File: config.mk
export PLATFORM = sky130hd
export DESIGN_NAME = ext_wait_gen
export DESIGN_NICKNAME = d
export VERILOG_FILES = /design/src/rtl/wsg_pkg.sv /design/src/rtl/wsg_ctrl_reg.sv /design/src/rtl/wsg_field_sel.sv /design/src/rtl/wsg_seq.sv /design/src/rtl/ext_wait_gen.sv
export SDC_FILE = /design/constraint.sdc
export NUM_CORES = 1
export LEC_CHECK = 0
export ABC_AREA = 0
export BUFFER_PORTS_ARGS = -buffer_cell sky130_fd_sc_hd__buf_2
export CELL_PAD_IN_SITES_DETAIL_PLACEMENT = 2
export CELL_PAD_IN_SITES_GLOBAL_PLACEMENT = 2
export CORE_MARGIN = 2
export CORE_UTILIZATION = 28
export DETAILED_ROUTE_END_ITERATION = 10
export PLACE_DENSITY = 0.78
export SYNTH_ARGS = -nofsm -noshare
export SYNTH_HDL_FRONTEND = slang
export SYNTH_SLANG_ARGS = --single-unit
File: constraint.sdc
create_clock -name clk -period 1.77 [get_ports clk]
set_clock_uncertainty 0.2 [all_clocks]
set_input_delay 0.0885 -clock clk [delete_from_list [all_inputs] [get_ports clk]]
set_output_delay 0.0885 -clock clk [all_outputs]
set_load 0.02 [all_outputs]
File: src/rtl/wsg_pkg.sv
package wsg_pkg;

    // Space codes carried on the select input
    typedef enum logic [0:0] {
        WSG_SPACE_X = 1'b0,
        WSG_SPACE_P = 1'b1
    } wsg_space_e;

    // Width of a select able to address n spaces (never below one bit)
    function automatic int unsigned wsg_sel_bits(input int unsigned n);
        return (n > 1) ? $clog2(n) : 1;
    endfunction

endpackage

File: src/rtl/wsg_ctrl_reg.sv
module wsg_ctrl_reg #(
    parameter int unsigned DATA_W     = 16,
    parameter int unsigned WAIT_W     = 5,
    parameter int unsigned NUM_SPACES = 2
) (
    input  logic                         clk,
    input  logic                         rst_n,
    input  logic                         wen,
    input  logic [DATA_W-1:0]            wdata,
    output logic [DATA_W-1:0]            reg_o,
    output logic [NUM_SPACES*WAIT_W-1:0] fields_o
);
    localparam int unsigned FIELDS_W = NUM_SPACES * WAIT_W;
    localparam logic [DATA_W-1:0] RST_VAL = DATA_W'({FIELDS_W{1'b1}});

    logic [DATA_W-1:0] ctl_d, ctl_q;

    always_comb begin
        ctl_d = ctl_q;
        if (wen) ctl_d = wdata;
    end

    always_ff @(posedge clk or negedge rst_n) begin
        if (!rst_n) ctl_q <= RST_VAL;
        else        ctl_q <= ctl_d;
    end

    assign reg_o = ctl_q;

    // One wait field per space, packed upward from bit zero
    for (genvar g = 0; g < NUM_SPACES; g++) begin : g_field
        assign fields_o[g*WAIT_W +: WAIT_W] = ctl_q[g*WAIT_W +: WAIT_W];
    end


    ctl_load_chk: assert property (@(posedge clk) disable iff (!rst_n)
        wen |=> (ctl_q == $past(wdata)));


    ctl_hold_chk: assert property (@(posedge clk) disable iff (!rst_n)
        !wen |=> $stable(ctl_q));

endmodule

File: src/rtl/wsg_field_sel.sv
module wsg_field_sel #(
    parameter int unsigned WAIT_W     = 5,
    parameter int unsigned NUM_SPACES = 2,
    parameter int unsigned SEL_W      = 1
) (
    input  logic [NUM_SPACES*WAIT_W-1:0] fields_i,
    input  logic [SEL_W-1:0]             sel_i,
    output logic [WAIT_W-1:0]            wait_o
);
    always_comb begin
        wait_o = '0;
        for (int i = 0; i < NUM_SPACES; i++) begin
            if (sel_i == SEL_W'(i)) wait_o = fields_i[i*WAIT_W +: WAIT_W];
        end
    end
endmodule

File: src/rtl/wsg_seq.sv
module wsg_seq #(
    parameter int unsigned WAIT_W = 5
) (
    input  logic              clk,
    input  logic              rst_n,
    input  logic              start_i,
    input  logic [WAIT_W-1:0] wait_i,
    output logic              busy_o,
    output logic              done_o,
    output logic              ready_o
);
    typedef struct packed {
        logic              active;
        logic [WAIT_W-1:0] rem;
    } seq_t;

    seq_t s_d, s_q;
    logic accept;

    always_comb begin
        s_d    = s_q;
        done_o = 1'b0;
        accept = start_i & ~s_q.active;
        if (s_q.active) begin
            if (s_q.rem == '0) begin
                done_o   = 1'b1;
                s_d.active = 1'b0;
            end else begin
                s_d.rem = s_q.rem - 1'b1;
            end
        end else if (accept) begin
            if (wait_i == '0) begin
                done_o = 1'b1;
            end else begin
                s_d.active = 1'b1;
                s_d.rem    = wait_i - 1'b1;
            end
        end
        busy_o  = s_q.active | accept;
        ready_o = ~busy_o | done_o;
    end

    always_ff @(posedge clk or negedge rst_n) begin
        if (!rst_n) s_q <= '0;
        else        s_q <= s_d;
    end


    countdown_step_chk: assert property (@(posedge clk) disable iff (!rst_n)
        (s_q.active && s_q.rem != '0) |=> (s_q.active && s_q.rem == $past(s_q.rem) - 1'b1));


    done_in_busy_chk: assert property (@(posedge clk) disable iff (!rst_n)
        done_o |-> busy_o);


    no_restart_chk: assert property (@(posedge clk) disable iff (!rst_n)
        (s_q.active && !done_o) |=> s_q.active);


    sample_at_start_chk: assert property (@(posedge clk) disable iff (!rst_n)
        (!s_q.active && start_i && wait_i != '0) |=> (s_q.rem == $past(wait_i) - 1'b1));

endmodule

File: src/rtl/ext_wait_gen.sv
module ext_wait_gen
    import wsg_pkg::*;
#(
    parameter int unsigned DATA_W     = 16,
    parameter int unsigned WAIT_W     = 5,
    parameter int unsigned NUM_SPACES = 2,
    parameter int unsigned SEL_W      = wsg_sel_bits(NUM_SPACES)
) (
    input  logic              clk,
    input  logic              rst_n,
    input  logic              reg_wen,
    input  logic [DATA_W-1:0] reg_wdata,
    output logic [DATA_W-1:0] reg_rdata,
    input  logic              cyc_start,
    input  logic [SEL_W-1:0]  cyc_space,
    output logic              wait_rdy,
    output logic              busy,
    output logic              done
);
    localparam int unsigned FIELDS_W = NUM_SPACES * WAIT_W;

    logic [FIELDS_W-1:0] fields;
    logic [WAIT_W-1:0]   wait_sel;

    wsg_ctrl_reg #(.DATA_W(DATA_W), .WAIT_W(WAIT_W), .NUM_SPACES(NUM_SPACES)) u_reg (
        .clk(clk), .rst_n(rst_n), .wen(reg_wen), .wdata(reg_wdata),
        .reg_o(reg_rdata), .fields_o(fields)
    );

    wsg_field_sel #(.WAIT_W(WAIT_W), .NUM_SPACES(NUM_SPACES), .SEL_W(SEL_W)) u_sel (
        .fields_i(fields), .sel_i(cyc_space), .wait_o(wait_sel)
    );

    wsg_seq #(.WAIT_W(WAIT_W)) u_seq (
        .clk(clk), .rst_n(rst_n), .start_i(cyc_start), .wait_i(wait_sel),
        .busy_o(busy), .done_o(done), .ready_o(wait_rdy)
    );


    idle_ready_chk: assert property (@(posedge clk) disable iff (!rst_n)
        !busy |-> (wait_rdy && !done));

endmodule

==> results of run 1 <==
layer usage:
layer / vias to the layer above / share of wire [%] / wire [um] / GRT usage [%]
met1: 602 / 38 / 1930 / 22.7
met4: 0 / 2.9 / 149 / 8.33
met2: 41 / 56 / 2850 / 40.3
met5: - / 0 / 0 / 0
met3: 11 / 3.1 / 159 / 3.32
li1: 545 / - / - / -
final cells by class:
class / count / area (um2)
Fill cell: 435 / 2160
Multi-Input combinational cell: 66 / 754
Timing Repair Buffer: 93 / 649
Sequential cell: 22 / 563
Tap cell: 52 / 65.1
Clock buffer: 3 / 41.3
Inverter: 7 / 26.3
Clock inverter: 1 / 3.75
stage by stage:
step                cell area (um2)  TNS, ps  hold slack (ps)  total power [W]  worst slack (ps)
floorplan                      1220     -249             -407          0.00124              -101
finish                         2100    -1760             32.7          0.00252              -339
CTS                            2010    -1080             18.9          0.00231              -290
global placement               1620     -204             -122          0.00158             -81.1
detailed placement             1620     -997             -115          0.00165              -188
global route                   2100    -2230             75.4          0.00267              -397
worst min path at each step:
stage / from / endpoint / cells after the start
2_1_floorplan: rst_n / u_reg.reg_o[10] / 0
3_3_place_gp: rst_n / u_reg.reg_o[15] / 1
3_5_place_dp: rst_n / u_reg.reg_o[15] / 1
4_1_cts: cyc_start / u_seq.s_q[4] / 3
5_1_grt: cyc_start / u_seq.s_q[4] / 3
6_report: cyc_start / u_seq.s_q[4] / 3
power by group through the flow:
| stage | Clock [W] | Combinational (W) | Sequential (W) |
|---|---|---|---|
| global route | 0.000372 | 0.00153 | 0.000767 |
| floorplan | 0 | 0.000476 | 0.000766 |
| CTS | 0.000334 | 0.00124 | 0.000740 |
| global placement | 0 | 0.000866 | 0.000713 |
| detailed placement | 0 | 0.000921 | 0.000726 |
| finish | 0.000348 | 0.00142 | 0.000751 |
repair_timing:
action                                 in CTS  in global routing
hold buffers                               17                  0
setup buffers                               8                  8
pin swaps                                   7                  5
gates resized for setup                    24                  6
endpoints found under the hold margin      38                  0
setup endpoints to repair                   8                  8
registers in the layout (all words and copies together) (netlist names):
register     flops
u_reg.reg_o     16
u_seq.s_q        6
logic make-up (layout without fill, tap and decap cells):
group / after synthesis / after routing
buffers and inverters: 11 / 104
AND/OR/NAND/NOR: 24 / 24
flip-flops: 22 / 22
XOR/XNOR: 2 / 2
adder cells (fa/ha/maj): 4 / 4
multiplexers: 22 / 22
AO/OA/AOI/OAI: 14 / 14
cells in the mapped netlist, drive strengths merged:
cell,instances
nand2,3
dfstp,10
a21boi,1
o22a,1
nand3,3
clkbuf,2
a221o,2
xor2,1
nand4,1
o21ai,4
and3,1
nor3,1
nor3b,3
ha,4
a211o,2
nand2b,1
buf,2
mux2i,4
inv,7
and2,1
dfrtp,12
nor4b,2
o2111ai,1
mux2,18
nor4,1
a31o,1
nor2,3
a21oi,1
or4b,2
xnor2,1
or2,1
nor2b,1
o31ai,1
tightest hold or removal path, cell delays in order:
cell and delay [ps]:
buf_2 130, a211o_2 150, nand4_1 90
==> impl_metrics.tcl, run 1 <==
set metrics [dict create \
    required_ps 1480 \
    r2r-start "u_seq.s_q[1]" \
    die_x_um 70.1 \
    path_clk_slew_ps 90 \
    slew_violations 0 \
    overflow 0 \
    crit_path_start_kind "flop" \
    yosysSeqAreaShare_pct 46.1 \
    io_pins 40 \
    fin_crit_sh_pct 119 \
    dpl.cell_count 207 \
    ant_nets 0 \
    path_depth 6 \
    core_mm2 0.00426 \
    rsz0062_at_grt "true" \
    synth-xor-area-share_pct 1.43 \
    syn_nets 124 \
    synth_area_leaders "dfrtp_1, dfstp_2, mux2_2, ha_1, mux2i_1" \
    drt_wl_total_um 5090 \
    diodes 0 \
    yosysWarnings 0 \
    drtIter0Drc 44 \
    yosysTopAreaCellShare_pct 24.6 \
    rows 24 \
    cp-startpoint "u_seq.s_q[1]" \
    violations "setup timing" \
    ir_drop_uv 516 \
    final_common_cell "buf_2" \
    leakagePower_nw 0.947 \
    drt_pass1_iterations 4 \
    drive_gt1_share_pct 69.8 \
    grt_max_degree 23 \
    die_area_mm2 0.00491 \
    synth_fa_ha_area_share_pct 4.09 \
    yosysUniqueCellTypes 36 \
    crit_fanout 3 \
    final_cells 244 \
    endpoint "wait_rdy" \
    cpMaxStageDelayCell "or4b_4" \
    reg2reg_slack_ps -290 \
    htree_num_levels 1 \
    synth_mux_area_share_pct 19.9 \
    hold_violations 0 \
    grt_pass1_wl_um 7860 \
    io_buffers 39 \
    finalCoreUtilization_pct 49.3 \
    fin_crit_ps 2110 \
    antenna_found_initial 0 \
    wire_per_inst_um 20.8 \
    initial_core_util_pct 28.7 \
    layout_common_cells "buf_2, buf_4, mux2_2, dlygate4sd3_1, dfrtp_1" \
    reg2reg_to "u_seq.s_q[3]" \
    numCtsBuffers 3 \
    p_clk_share_pct 13.8 \
    arrival_ps 1820 \
    drc 0 \
    crit_buf_inv 2 \
    cpPeakStageDelay_ps 480 \
    netlist_instances 99 \
    pwr-share-seq_pct 29.8 \
    p_sw_w 0.000963 \
    clock_sinks 22 \
    syn2layout_area_growth_pct 72.1 \
    p_int_w 0.00155 \
    cts_root_buffer "clkbuf_8" \
    path_cells "inv_2 > ha_4 > or4b_4 > nand2_4 > a21boi_4 > buf_6" \
    cts_tree "done" \
    p_sw_share_pct 38.3 \
    setup_ws_ps -339 \
    pwr-share-comb_pct 56.3 \
    cts_buffer_depth 2 \
    insertion_delay_ps 280 \
    hold_class "input port to flop" \
    synth_top_family_by_area "multiplexers" \
    die_h_um 70.1 \
    setup_viol_count_final 8 \
    cp-end-kind "output port" \
    grt_pass1_vias 1441 \
    r2r_cells 6 \
    via_per_inst 4.91 \
    synth-seq-cells 22 \
    synth_area_per_cell_um2 12.3 \
    outcome "complete, but fails checks" \
    synth-simple-area-share_pct 14.6 \
    synth-compound-area-share_pct 9.93 \
    worst_slew_pin_slew_ps 530 \
    critPathKind "flop to output port" \
    yosys.area.top_type "dfrtp_1" \
    grt_usage_pct 21.0 \
    relSlewSlack_pct 64.7 \
    cp_top_family "simple AND/OR/NAND/NOR gates" \
    syn-cell-area_mm2 0.00122 \
    globalplace.congestion 0.891 \
    nets 218 \
    dp_hpwl_um 2720 \
    max_freq_ghz 0.474 \
    vias 1199 \
    p_per_area_mw_per_mm2 1200 \
    maxCapViolations 0 \
]
No activity file was read; power rests on OpenSTA's default activity.
==> run 2, diff against run 1 <==
==> constraint.sdc (replaced) <==
create_clock -name clk -period 1.77 [get_ports clk]
set_clock_uncertainty 0.2 [all_clocks]
set_input_delay 0.354 -clock clk [delete_from_list [all_inputs] [get_ports clk]]
set_output_delay 0.354 -clock clk [all_outputs]
set_load 0.02 [all_outputs]
==> impl_metrics.tcl, run 2 (synthesized netlist as in run 1, its figures left out) <==
set metrics [dict create \
    dp_hpwl_um 2920 \
    setup_ws_ps -586 \
    grt_usage_pct 17.8 \
    die_h_um 70.1 \
    final_common_cell "buf_2" \
    crit_fanout 2 \
    cts_tree "done" \
    rows 24 \
    rsz0062_at_grt "true" \
    drc 0 \
    grt_max_degree 23 \
    crit_path_start_kind "flop" \
    nets 207 \
    final_area_mm2 0.00202 \
    final_cells 233 \
    slew_violations 0 \
    clock_sinks 22 \
    htree_num_levels 1 \
    die_area_mm2 0.00491 \
    maxCapViolations 0 \
    multi_input_area_um2 749 \
    overflow 0 \
    fin_crit_ps 2360 \
    vias 1119 \
    hold_violations 0 \
    fin_crit_sh_pct 133 \
    drt_wl_total_um 4270 \
    relSlewSlack_pct 65.7 \
    syn2layout_area_growth_pct 65.5 \
    max_freq_ghz 0.424 \
    largest_register_ffs 16 \
    numCtsBuffers 3 \
    insertion_delay_ps 260 \
    dpl.cell_count 216 \
    cts_buffer_depth 2 \
    grt_pass1_vias 1362 \
    arrival_ps 1800 \
    dpl_cell_area_mm2 0.00174 \
    die_x_um 70.1 \
    diodes 0 \
    setup_viol_count_final 7 \
    antenna_found_initial 0 \
    io_pins 40 \
    cp-end-kind "output port" \
    violations "setup timing" \
    path_clk_slew_ps 80 \
    grt_pass1_wl_um 6800 \
    ir_drop_uv 474 \
    hold_class "input port to flop" \
    drive_gt1_share_pct 76.8 \
    ant_nets 0 \
    worst_slew_pin_slew_ps 514 \
    initial_core_util_pct 28.7 \
    layout_common_cells "buf_2, buf_4, mux2_2" \
    cts_root_buffer "clkbuf_8" \
    outcome "complete, but fails checks" \
    via_per_inst 4.80 \
    core_mm2 0.00426 \
    p_per_area_mw_per_mm2 1270 \
    wire_per_inst_um 18.3 \
    globalplace.congestion 0.831 \
    drt_pass1_iterations 4 \
    required_ps 1220 \
    drtIter0Drc 2 \
    leakagePower_nw 0.917 \
    fillCellCount 450 \
    register_area_um2 563 \
    critPathKind "flop to output port" \
    io_buffers 39 \
]
## run 2: changes by cell type in the layout (fill, tap and decap cells not counted), sizes merged
cell and change:
buf +5, dlygate4sd3 -16, clkbuf +1, clkinv -1
## run 2: metrics by stage
step / setup slack [ps] / power, W / hold slack (ps) / setup TNS (ps) / utilization, %
after detailed placement: -379 / 0.00177 / 153 / -1990 / 40.7
after floorplan: -217 / 0.00126 / -142 / -564 / -
final: -586 / 0.00257 / 125 / -2400 / 47.4
after global placement: -279 / 0.00170 / 143 / -1500 / 40.7
after CTS: -547 / 0.00249 / 120 / -2170 / 46.8
after global routing: -641 / 0.00273 / 130 / -2850 / 47.4
## run 2: path summary, 6_finish.rpt
kind / startpoint / slack (ps) / cells after the start / end
setup / recovery: u_seq.s_q[1] / -590 / 6 / wait_rdy
min in group asynchronous: rst_n / 400 / 2 / u_reg.reg_o[15]
setup reg to reg: u_seq.s_q[0] / -320 / 7 / u_seq.s_q[3]
max in group asynchronous: rst_n / 610 / 2 / u_reg.reg_o[5]
hold / removal: reg_wdata[13] / 120 / 2 / u_reg.reg_o[13]
hold reg to reg: u_reg.reg_o[13] / 310 / 1 / u_reg.reg_o[13]
## run 2: timing repair
item / CTS / global route
setup buffers: 12 / 7
pin swaps: 4 / 3
resized for setup: 31 / 5
endpoints found under the hold margin: 12 / 0
hold buffers: 1 / 0
setup endpoints to repair: 9 / 8
## run 2: final cells by class
cell class,instances,area share [%]
well taps,52,3.22
flip-flops and latches,22,27.8
inverters,7,1.30
clock buffers,4,2.23
repair buffers,82,28.4
multi-input cells,66,37.0
## run 2: power breakdown
group | total, W | leakage [nW] | switching [W] | internal, W
registers | 0.000722 | 0.246 | 0.0000930 | 0.000629
clock network | 0.000321 | 0.0228 | 0.000161 | 0.000161
logic | 0.00153 | 0.649 | 0.000667 | 0.000861
total | 0.00257 | 0.917 | 0.000921 | 0.00165
## run 2: critical path: stages, from the launching register on
cell and delay, ps:
dfrtp_1 400, inv_2 90, ha_4 130, or4b_4 490, nand2_4 80, a21boi_4 210, buf_6 140
## run 2: layer usage
metal | vias up | wire length [um] | global-route usage, %
met4 | 0 | 23 | 2.56
met1 | 568 | 1560 | 19.1
met2 | 27 | 2570 | 37.4
met5 | - | 0 | 0
li1 | 522 | - | -
met3 | 2 | 115 | 1.73
